===== src/rtl/fwd_pkg.sv =====
package fwd_pkg;

  // Instruction class codes
  localparam logic [3:0] CLS_NOP    = 4'd0;
  localparam logic [3:0] CLS_ALU_R  = 4'd1;
  localparam logic [3:0] CLS_ALU_I  = 4'd2;
  localparam logic [3:0] CLS_LOAD   = 4'd3;
  localparam logic [3:0] CLS_STORE  = 4'd4;
  localparam logic [3:0] CLS_BRANCH = 4'd5;
  localparam logic [3:0] CLS_JUMP   = 4'd6;
  localparam logic [3:0] CLS_LINK   = 4'd7;
  localparam logic [3:0] CLS_MOVF   = 4'd8;
  localparam logic [3:0] CLS_MOVT   = 4'd9;

  // Decode latch sources
  localparam logic [1:0] DSEL_RF   = 2'd0;
  localparam logic [1:0] DSEL_EXR  = 2'd1;
  localparam logic [1:0] DSEL_MEMR = 2'd2;
  localparam logic [1:0] DSEL_LDX  = 2'd3;

  // Execute input sources
  localparam logic [1:0] ESEL_LATCH = 2'd0;
  localparam logic [1:0] ESEL_EXR   = 2'd1;
  localparam logic [1:0] ESEL_LDR   = 2'd2;
  localparam logic [1:0] ESEL_LDP   = 2'd3;

  function automatic logic has_dest(input logic [3:0] c);
    return (c == CLS_ALU_R) || (c == CLS_ALU_I) || (c == CLS_LOAD) ||
           (c == CLS_LINK)  || (c == CLS_MOVF);
  endfunction

  function automatic logic reads_first(input logic [3:0] c);
    return (c == CLS_ALU_R) || (c == CLS_ALU_I) || (c == CLS_LOAD) ||
           (c == CLS_STORE) || (c == CLS_MOVT);
  endfunction

  function automatic logic reads_second(input logic [3:0] c);
    return (c == CLS_ALU_R) || (c == CLS_STORE);
  endfunction

endpackage


===== src/rtl/fwd_slot_dec.sv =====
module fwd_slot_dec
  import fwd_pkg::*;
#(
  parameter int AW = 5
) (
  input  logic [3:0]    cls,
  input  logic [AW-1:0] dst,
  output logic          live,
  output logic [AW-1:0] eff_dst,
  output logic          is_ld
);
  // LINK writes the top register whatever its field holds
  always_comb begin
    eff_dst = (cls == CLS_LINK) ? {AW{1'b1}} : dst;
    live    = has_dest(cls) && (eff_dst != '0);
    is_ld   = (cls == CLS_LOAD);
  end
endmodule


===== src/rtl/fwd_dec_pick.sv =====
module fwd_dec_pick
  import fwd_pkg::*;
#(
  parameter int AW = 5
) (
  input  logic [AW-1:0] src,
  input  logic          used,
  input  logic          live2,
  input  logic [AW-1:0] dst2,
  input  logic          ld2,
  input  logic          live3,
  input  logic [AW-1:0] dst3,
  input  logic          ld3,
  output logic [1:0]    sel
);
  logic hit2, hit3;

  always_comb begin
    hit2 = used && live2 && (src == dst2);
    hit3 = used && live3 && (src == dst3);
    if (hit2)      sel = ld2 ? DSEL_RF : DSEL_EXR;
    else if (hit3) sel = ld3 ? DSEL_LDX : DSEL_MEMR;
    else           sel = DSEL_RF;
  end
endmodule


===== src/rtl/fwd_ex_pick.sv =====
module fwd_ex_pick
  import fwd_pkg::*;
#(
  parameter int AW = 5
) (
  input  logic [AW-1:0] src,
  input  logic          used,
  input  logic          live2,
  input  logic [AW-1:0] dst2,
  input  logic          ld2,
  input  logic          live3,
  input  logic [AW-1:0] dst3,
  input  logic          ld3,
  input  logic          live4,
  input  logic [AW-1:0] dst4,
  input  logic          ld4,
  output logic [1:0]    sel
);
  logic hit2, hit3, hit4;

  always_comb begin
    hit2 = used && live2 && (src == dst2);
    hit3 = used && live3 && (src == dst3);
    hit4 = used && live4 && (src == dst4);
    if (hit2)             sel = ld2 ? ESEL_LATCH : ESEL_EXR;
    else if (hit3)        sel = ld3 ? ESEL_LDR : ESEL_LATCH;
    else if (hit4 && ld4) sel = ESEL_LDP;
    else                  sel = ESEL_LATCH;
  end
endmodule


===== src/rtl/fwd_bypass_sel.sv =====
module fwd_bypass_sel
  import fwd_pkg::*;
#(
  parameter int AW = 5
) (
  input  logic          clk,
  input  logic          rst,
  input  logic [AW-1:0] id_src1,
  input  logic [AW-1:0] id_src2,
  input  logic [3:0]    id_cls,
  input  logic [AW-1:0] ex_src1,
  input  logic [AW-1:0] ex_src2,
  input  logic [3:0]    ex_cls,
  input  logic [AW-1:0] mem_dst,
  input  logic [AW-1:0] mem_src2,
  input  logic [3:0]    mem_cls,
  input  logic [AW-1:0] wb_dst,
  input  logic [3:0]    wb_cls,
  input  logic [AW-1:0] hold_dst,
  input  logic [3:0]    hold_cls,
  output logic [1:0]    dec_sel_a,
  output logic [1:0]    dec_sel_b,
  output logic [1:0]    ex_sel_a,
  output logic [1:0]    ex_sel_b,
  output logic          wport_sel
);
  localparam int NSLOT = 3;   // slots 2, 3, 4 carry producers
  localparam int NOPS  = 2;

  logic [3:0]    s_cls [NSLOT];
  logic [AW-1:0] s_dst [NSLOT];
  logic          s_live[NSLOT];
  logic [AW-1:0] s_eff [NSLOT];
  logic          s_ld  [NSLOT];

  always_comb begin
    s_cls[0] = mem_cls;  s_dst[0] = mem_dst;
    s_cls[1] = wb_cls;   s_dst[1] = wb_dst;
    s_cls[2] = hold_cls; s_dst[2] = hold_dst;
  end

  for (genvar g = 0; g < NSLOT; g++) begin : g_slot
    fwd_slot_dec #(.AW(AW)) u_slot (
      .cls(s_cls[g]), .dst(s_dst[g]),
      .live(s_live[g]), .eff_dst(s_eff[g]), .is_ld(s_ld[g])
    );
  end

  logic [AW-1:0] id_src [NOPS];
  logic [AW-1:0] ex_src [NOPS];
  logic          id_use [NOPS];
  logic          ex_use [NOPS];
  logic [1:0]    dsel_n [NOPS];
  logic [1:0]    esel_n [NOPS];

  always_comb begin
    id_src[0] = id_src1; id_src[1] = id_src2;
    ex_src[0] = ex_src1; ex_src[1] = ex_src2;
    id_use[0] = reads_first(id_cls);  id_use[1] = reads_second(id_cls);
    ex_use[0] = reads_first(ex_cls);  ex_use[1] = reads_second(ex_cls);
  end

  for (genvar k = 0; k < NOPS; k++) begin : g_op
    fwd_dec_pick #(.AW(AW)) u_dec (
      .src(id_src[k]), .used(id_use[k]),
      .live2(s_live[0]), .dst2(s_eff[0]), .ld2(s_ld[0]),
      .live3(s_live[1]), .dst3(s_eff[1]), .ld3(s_ld[1]),
      .sel(dsel_n[k])
    );
    fwd_ex_pick #(.AW(AW)) u_ex (
      .src(ex_src[k]), .used(ex_use[k]),
      .live2(s_live[0]), .dst2(s_eff[0]), .ld2(s_ld[0]),
      .live3(s_live[1]), .dst3(s_eff[1]), .ld3(s_ld[1]),
      .live4(s_live[2]), .dst4(s_eff[2]), .ld4(s_ld[2]),
      .sel(esel_n[k])
    );
  end

  logic wport_n;
  always_comb begin
    wport_n = (mem_cls == CLS_STORE) && s_live[1] && s_ld[1] &&
              (mem_src2 == s_eff[1]);
  end

  always_ff @(posedge clk) begin
    if (rst) begin
      dec_sel_a <= DSEL_RF;
      dec_sel_b <= DSEL_RF;
      ex_sel_a  <= ESEL_LATCH;
      ex_sel_b  <= ESEL_LATCH;
      wport_sel <= 1'b0;
    end else begin
      dec_sel_a <= dsel_n[0];
      dec_sel_b <= dsel_n[1];
      ex_sel_a  <= esel_n[0];
      ex_sel_b  <= esel_n[1];
      wport_sel <= wport_n;
    end
  end


  reset_clear_chk: assert property (@(posedge clk) $past(rst) |->
    (dec_sel_a == 2'd0 && dec_sel_b == 2'd0 && ex_sel_a == 2'd0 &&
     ex_sel_b == 2'd0 && !wport_sel));


  dec_exr_src_chk: assert property (@(posedge clk) disable iff (rst)
    (dec_sel_a == DSEL_EXR) |-> ($past(mem_cls) != CLS_LOAD && has_dest($past(mem_cls))));


  zero_src_chk: assert property (@(posedge clk) disable iff (rst)
    (dec_sel_a != DSEL_RF || ex_sel_a != ESEL_LATCH) |->
      ($past(id_src1) != '0 || $past(ex_src1) != '0));


  branch_nofwd_chk: assert property (@(posedge clk) disable iff (rst)
    ($past(id_cls) == CLS_BRANCH || $past(id_cls) == CLS_JUMP) |->
      (dec_sel_a == DSEL_RF && dec_sel_b == DSEL_RF));


  imm_second_chk: assert property (@(posedge clk) disable iff (rst)
    ($past(ex_cls) == CLS_ALU_I) |-> (ex_sel_b == ESEL_LATCH));


  held_load_chk: assert property (@(posedge clk) disable iff (rst)
    (ex_sel_a == ESEL_LDP) |-> ($past(hold_cls) == CLS_LOAD));


  wport_cls_chk: assert property (@(posedge clk) disable iff (rst)
    wport_sel |-> ($past(mem_cls) == CLS_STORE && $past(wb_cls) == CLS_LOAD));

endmodule


===== config.mk =====
export PLATFORM = sky130hd
export DESIGN_NAME = fwd_bypass_sel
export DESIGN_NICKNAME = d
export VERILOG_FILES = /design/src/rtl/fwd_pkg.sv /design/src/rtl/fwd_slot_dec.sv /design/src/rtl/fwd_dec_pick.sv /design/src/rtl/fwd_ex_pick.sv /design/src/rtl/fwd_bypass_sel.sv
export SDC_FILE = /design/constraint.sdc
export NUM_CORES = 1
export LEC_CHECK = 0
export BUFFER_PORTS_ARGS = -buffer_cell sky130_fd_sc_hd__buf_4
export CAP_MARGIN = 20
export CORE_MARGIN = 4
export CORE_UTILIZATION = 42
export CTS_CLUSTER_DIAMETER = 80
export DETAILED_ROUTE_END_ITERATION = 12
export PLACE_DENSITY = 0.81
export SETUP_SLACK_MARGIN = 0.1
export SYNTH_ARGS = -nofsm -noshare
export SYNTH_HDL_FRONTEND = slang
export SYNTH_HIERARCHICAL = 1
export SYNTH_SLANG_ARGS = --single-unit

===== constraint.sdc =====
create_clock -name clk -period 3.5 [get_ports clk]
set_clock_uncertainty 0.15 [all_clocks]
set_input_delay 0.7 -clock clk [delete_from_list [all_inputs] [get_ports clk]]
set_output_delay 0.7 -clock clk [all_outputs]
set_load 0.02 [all_outputs]

# After elaboration in Yosys (flattened, before gate mapping)
# Index checks and enable logic that the tools add are counted.
classes:
  multipliers: 0
  n_eq_ne: 37
  mux: 16
  n_reduce_logical: 53
  shifts: 0
  addsub: 0
  div_mod_pow: 0
  magnitude_cmp: 0
  bitwise: 0
op_table:
  columns: ["op", "count"]
  rows:
  - ["== test 5 bit", 11]
  - ["== test 4 x 2 -> 1 bit, second input constant", 10]
  - ["logical AND 1 bit", 28]
  - ["== test 4 x 3 -> 1 bit, second input constant", 6]
  - ["logical OR 1 bit", 22]
  - ["two-way mux 2 bit", 11]
  - ["== test 4 x 1 -> 1 bit, second input constant", 5]
  - ["== test 4 bit, second input constant", 5]
  - ["two-way mux 5 bit", 3]
  - ["nonzero test 5 bit", 3]
  - ["two-way mux 1 bit", 2]
word_totals:
  word_cells: 111
  ramBits: 0
  mem_count: 0
  output_inout_bits: 9
  rom_bits: 0
  latchBits: 0
  inputBits: 62
  reg_bits: 9

# Longest topological paths before layout
logic_depth:
  depth_word: 12
  mapped_depth: 9
  depth_no_buf: 9

# Cells and area by module
# The synthesis kept the hierarchy.
by_module_without_submodules:
  columns: ["mod", "seq_area_each_um2", "area_each_um2", "n_inst", "cells_per_inst"]
  rows:
  - ["fwd_ex_pick", 0.0, 210.2, 2, 28]
  - ["fwd_bypass_sel", 180.2, 395.4, 1, 41]
  - ["fwd_slot_dec", 0.0, 105.1, 3, 16]
  - ["fwd_dec_pick", 0.0, 135.1, 2, 17]

# Worst setup path before layout
# Ideal clock, no wire load.
synth_timing:
  path_type: "input-to-reg"
  start: "in wb_cls[3]"
  end: "reg ex_sel_b[1]"
  n_path_buf: 0
  path_slack_ns: 1.163
  stages: 8
  t_arrival_ns: 2.073
  path_cell_list: "nand4b_1 > nand2b_1 > xor2_1 > nor4_1 > nand4_1 > mux2i_1 > and2_1 > nor2b_1"
synth_lines:
  columns: ["element", "line", "text"]
  rows:
  - ["start, declared", "fwd_bypass_sel.sv:18", "input logic [3:0] wb_cls,"]
  - ["end signal, assigned", "fwd_bypass_sel.sv:96", "ex_sel_b <= esel_n[1];"]
  - ["end, declared", "fwd_bypass_sel.sv:24", "output logic [1:0] ex_sel_b,"]

==> run_results.csv <==
group,metric,value,unit
worst_setup_path,cp_max_fo,5,
yosys,syn_nets,241,
drt,first_pass_iters,4,
final_layout,insertedDiodeCount,0,
run,drv_cap,0,
worst_setup_path,critPathRequiredTime,3.50,ns
worst_setup_path,startpoint_type,"primary input",
worst_setup_path,critPathCaptureType,"flop",
power,power.internal,243,uW
placement,gp_congestion,0.775,
final_layout,fin_nets,316,
timing,rsz0062_at_grt,"false",
timing,finalHoldViolCount,0,
die,initial_core_util,44.8,%
clock_tree,holdBufCountCts,0,
die,core,3130,um^2
yosys,ys_warn_count,6,
yosys,syn_area,1400,um^2
drt,drtAntennaViolNets,0,
placement,numPortBuffers,70,
timing,min_period,2.42,ns
drt,drc,0,
grt,grt_antenna_before_repair,0,
clock_tree,cts_made_buffers,3,
grt,grt_pass1_vias,1356,
worst_setup_path,crit_chain,"buf_4 -> nand4b_1 -> nand2b_1 -> xor2_1 -> nor4_1 -> nand4_1 -> mux2i_1 -> and2_1 -> nor2b_1",
power,power.switching,120,uW
yosys,ys_seq_area_share,12.9,%
timing,finalSetupViolCount,0,
grt,track_usage,16.8,%
timing,max_slew_margin,55.5,%
drt,wl_per_cell,12.5,um
die,chipWidth,65.8,um
drt,wl_met1,1.65,mm
final_layout,syn2layout_area_growth,43.3,%
final_layout,final-seq-area,180,um^2
worst_setup_path,cp.arrival,2.42,ns
timing,slew_violations,0,
power,pwr-share-seq,28.3,%
drt,wl_met3,159,um
worst_setup_path,crit_start,"wb_cls[3]",
power,ir_drop,0.0850,mV
placement,hpwl,3.32,mm
timing,hold_ws,0.525,ns
final_layout,final_cell_mix,"buf_4 (70), xor2_1 (42), xnor2_1 (15), nand2b_1 (15), nor4_1 (13)",
clock_tree,cts_tree,"done",
clock_tree,htreeDepth,1,
clock_tree,clk_pin_slew_worst_paths,0.05,ns
timing,fin_setup_tns,0,ns
clock_tree,clock-sinks,9,
hold_path,hp-start,"rst",
power,pwr-share-comb,50.9,%
power,swShare,33.1,%
hold_path,hold_class,"primary input to flop",
yosys,syn_avg_cell_area,7.83,um^2
die,die-area,4320,um^2
timing,fmax,413,MHz
placement,place_ws,0.799,ns
yosys,ys_ff_latch,9,
timing,final.period_utilization,69.2,%
clock_tree,cts_root_buffer,"clkbuf_4",
worst_setup_path,critPathMaxStageDelay,0.33,ns
worst_setup_path,crit_type,"primary input to flop",
timing,worst_slew_pin_slew,0.662,ns
drt,wirelength,3.72,mm
drt,vias,1469,
run_status,status,"complete, no violations",
final_layout,drive_above_1_share,31.6,%
worst_setup_path,crit_slowest_cell,"nor4_1",
clock_tree,post_cts_buffers,0,
die,rows,20,
power,leakagePower,0.000897,uW
final_layout,multi_input_area,1210,um^2
final_layout,fillerInstances,298,
grt,grt_pass1_wl,5.72,mm
timing,setup_ws,1.08,ns
yosys,synth.distinct_cells,26,
drt,drt-initial-drc-count,36,
grt,gr-total-overflow,0,
yosys,synth_cells,179,
die,die_h,65.8,um
final_layout,final_common_cell,"buf_4",
drt,maxUsedRoutingLayer,"met4",
drt,routed-wl-met2,1.88,mm
power,cellPowerDensity,181,nW/um^2
clock_tree,clockBufferDepth,2,
grt,grt_start_max_net_pins,10,
clock_tree,cts_resized,0,
die,io_pins,71,
drt,via_per_inst,4.95,
power,clkPwrFrac,20.8,%
routing by layer:
layer  track usage, %  vias to the layer above
li1                 -                      784
met1             20.7                      646
met2             29.7                       35
met3             2.05                        4
met4             5.44                        0
met5                0                        -
cell type report:
cell class	instances	area share [%]
clock buffers	4	1.31
inverters	2	0.374
multi-input cells	168	60.4
flip-flops and latches	9	8.97
well taps	44	2.74
repair buffers	70	26.2
final timing paths:
path	depth (start not counted)	to
setup / recovery	9	ex_sel_b[1]
hold / removal	2	ex_sel_a[1]
state kept, by name, summed over array words and instances (netlist names):
signal / count
dec_sel_a: 2
dec_sel_b: 2
ex_sel_a: 2
ex_sel_b: 2
wport_sel: 1
power by group through the flow:
| stage | combinational [uW] | sequential, uW | clock [uW] |
|---|---|---|---|
| floorplan | 91.9 | 105 | 0 |
| global placement | 182 | 105 | 0 |
| detailed placement | 184 | 105 | 0 |
| CTS | 185 | 103 | 77.1 |
| global route | 202 | 103 | 83.9 |
| finish | 185 | 103 | 75.4 |
critical path: cells and delay by family:
| kind | cells | cell delay [ns] |
|---|---|---|
| buf+inv | 1 | 0.12 |
| mux | 1 | 0.16 |
| simple gates | 6 | 1.34 |
| xor+xnor | 1 | 0.11 |
cell usage after synthesis:
master / number / area (um^2)
and3_2: 2 / 15.0
or3_4: 3 / 33.8
nand4_1: 6 / 37.5
dfxtp_1: 9 / 180
and3_1: 2 / 12.5
xnor2_1: 15 / 131
o21ai_0: 2 / 10.0
or3_1: 3 / 18.8
a21boi_0: 3 / 22.5
o31ai_1: 3 / 22.5
nand4b_1: 3 / 26.3
nand2b_1: 15 / 93.8
nand2_1: 8 / 30.0
xor2_1: 42 / 368
o21ai_1: 3 / 15.0
and2_1: 2 / 12.5
nand3_1: 8 / 40.0
nor4b_1: 3 / 26.3
nor3_1: 5 / 25.0
inv_1: 2 / 7.51
nor4b_2: 1 / 15.0
nor2_1: 9 / 33.8
nor2b_1: 8 / 50.1
mux2i_1: 8 / 80.1
nor4_1: 13 / 81.3
nor4_2: 1 / 12.5
logic make-up after synthesis:
| family | Yosys count | share of synthesized area [%] |
|---|---|---|
| buffers and inverters | 2 | 0.536 |
| multiplexers | 8 | 5.71 |
| AND/OR/NAND/NOR | 92 | 40.3 |
| AO/OA/AOI/OAI | 11 | 5.00 |
| XOR/XNOR | 57 | 35.6 |
| flip-flops | 9 | 12.9 |
through the flow:
| step | cell area (um^2) | util (%) | total power, uW | instances |
|---|---|---|---|---|
| 6_report | 2010 | 64.2 | 363 | 297 |
| 5_1_grt | 2010 | 64.2 | 389 | 297 |
| 4_1_cts | 2010 | 64.2 | 365 | 297 |
| 3_5_place_dp | 1980 | 63.4 | 289 | 293 |
| 3_3_place_gp | 1980 | 63.4 | 286 | 293 |
| 2_1_floorplan | 1400 | - | 197 | 179 |
(Power assumes the default switching activity.)
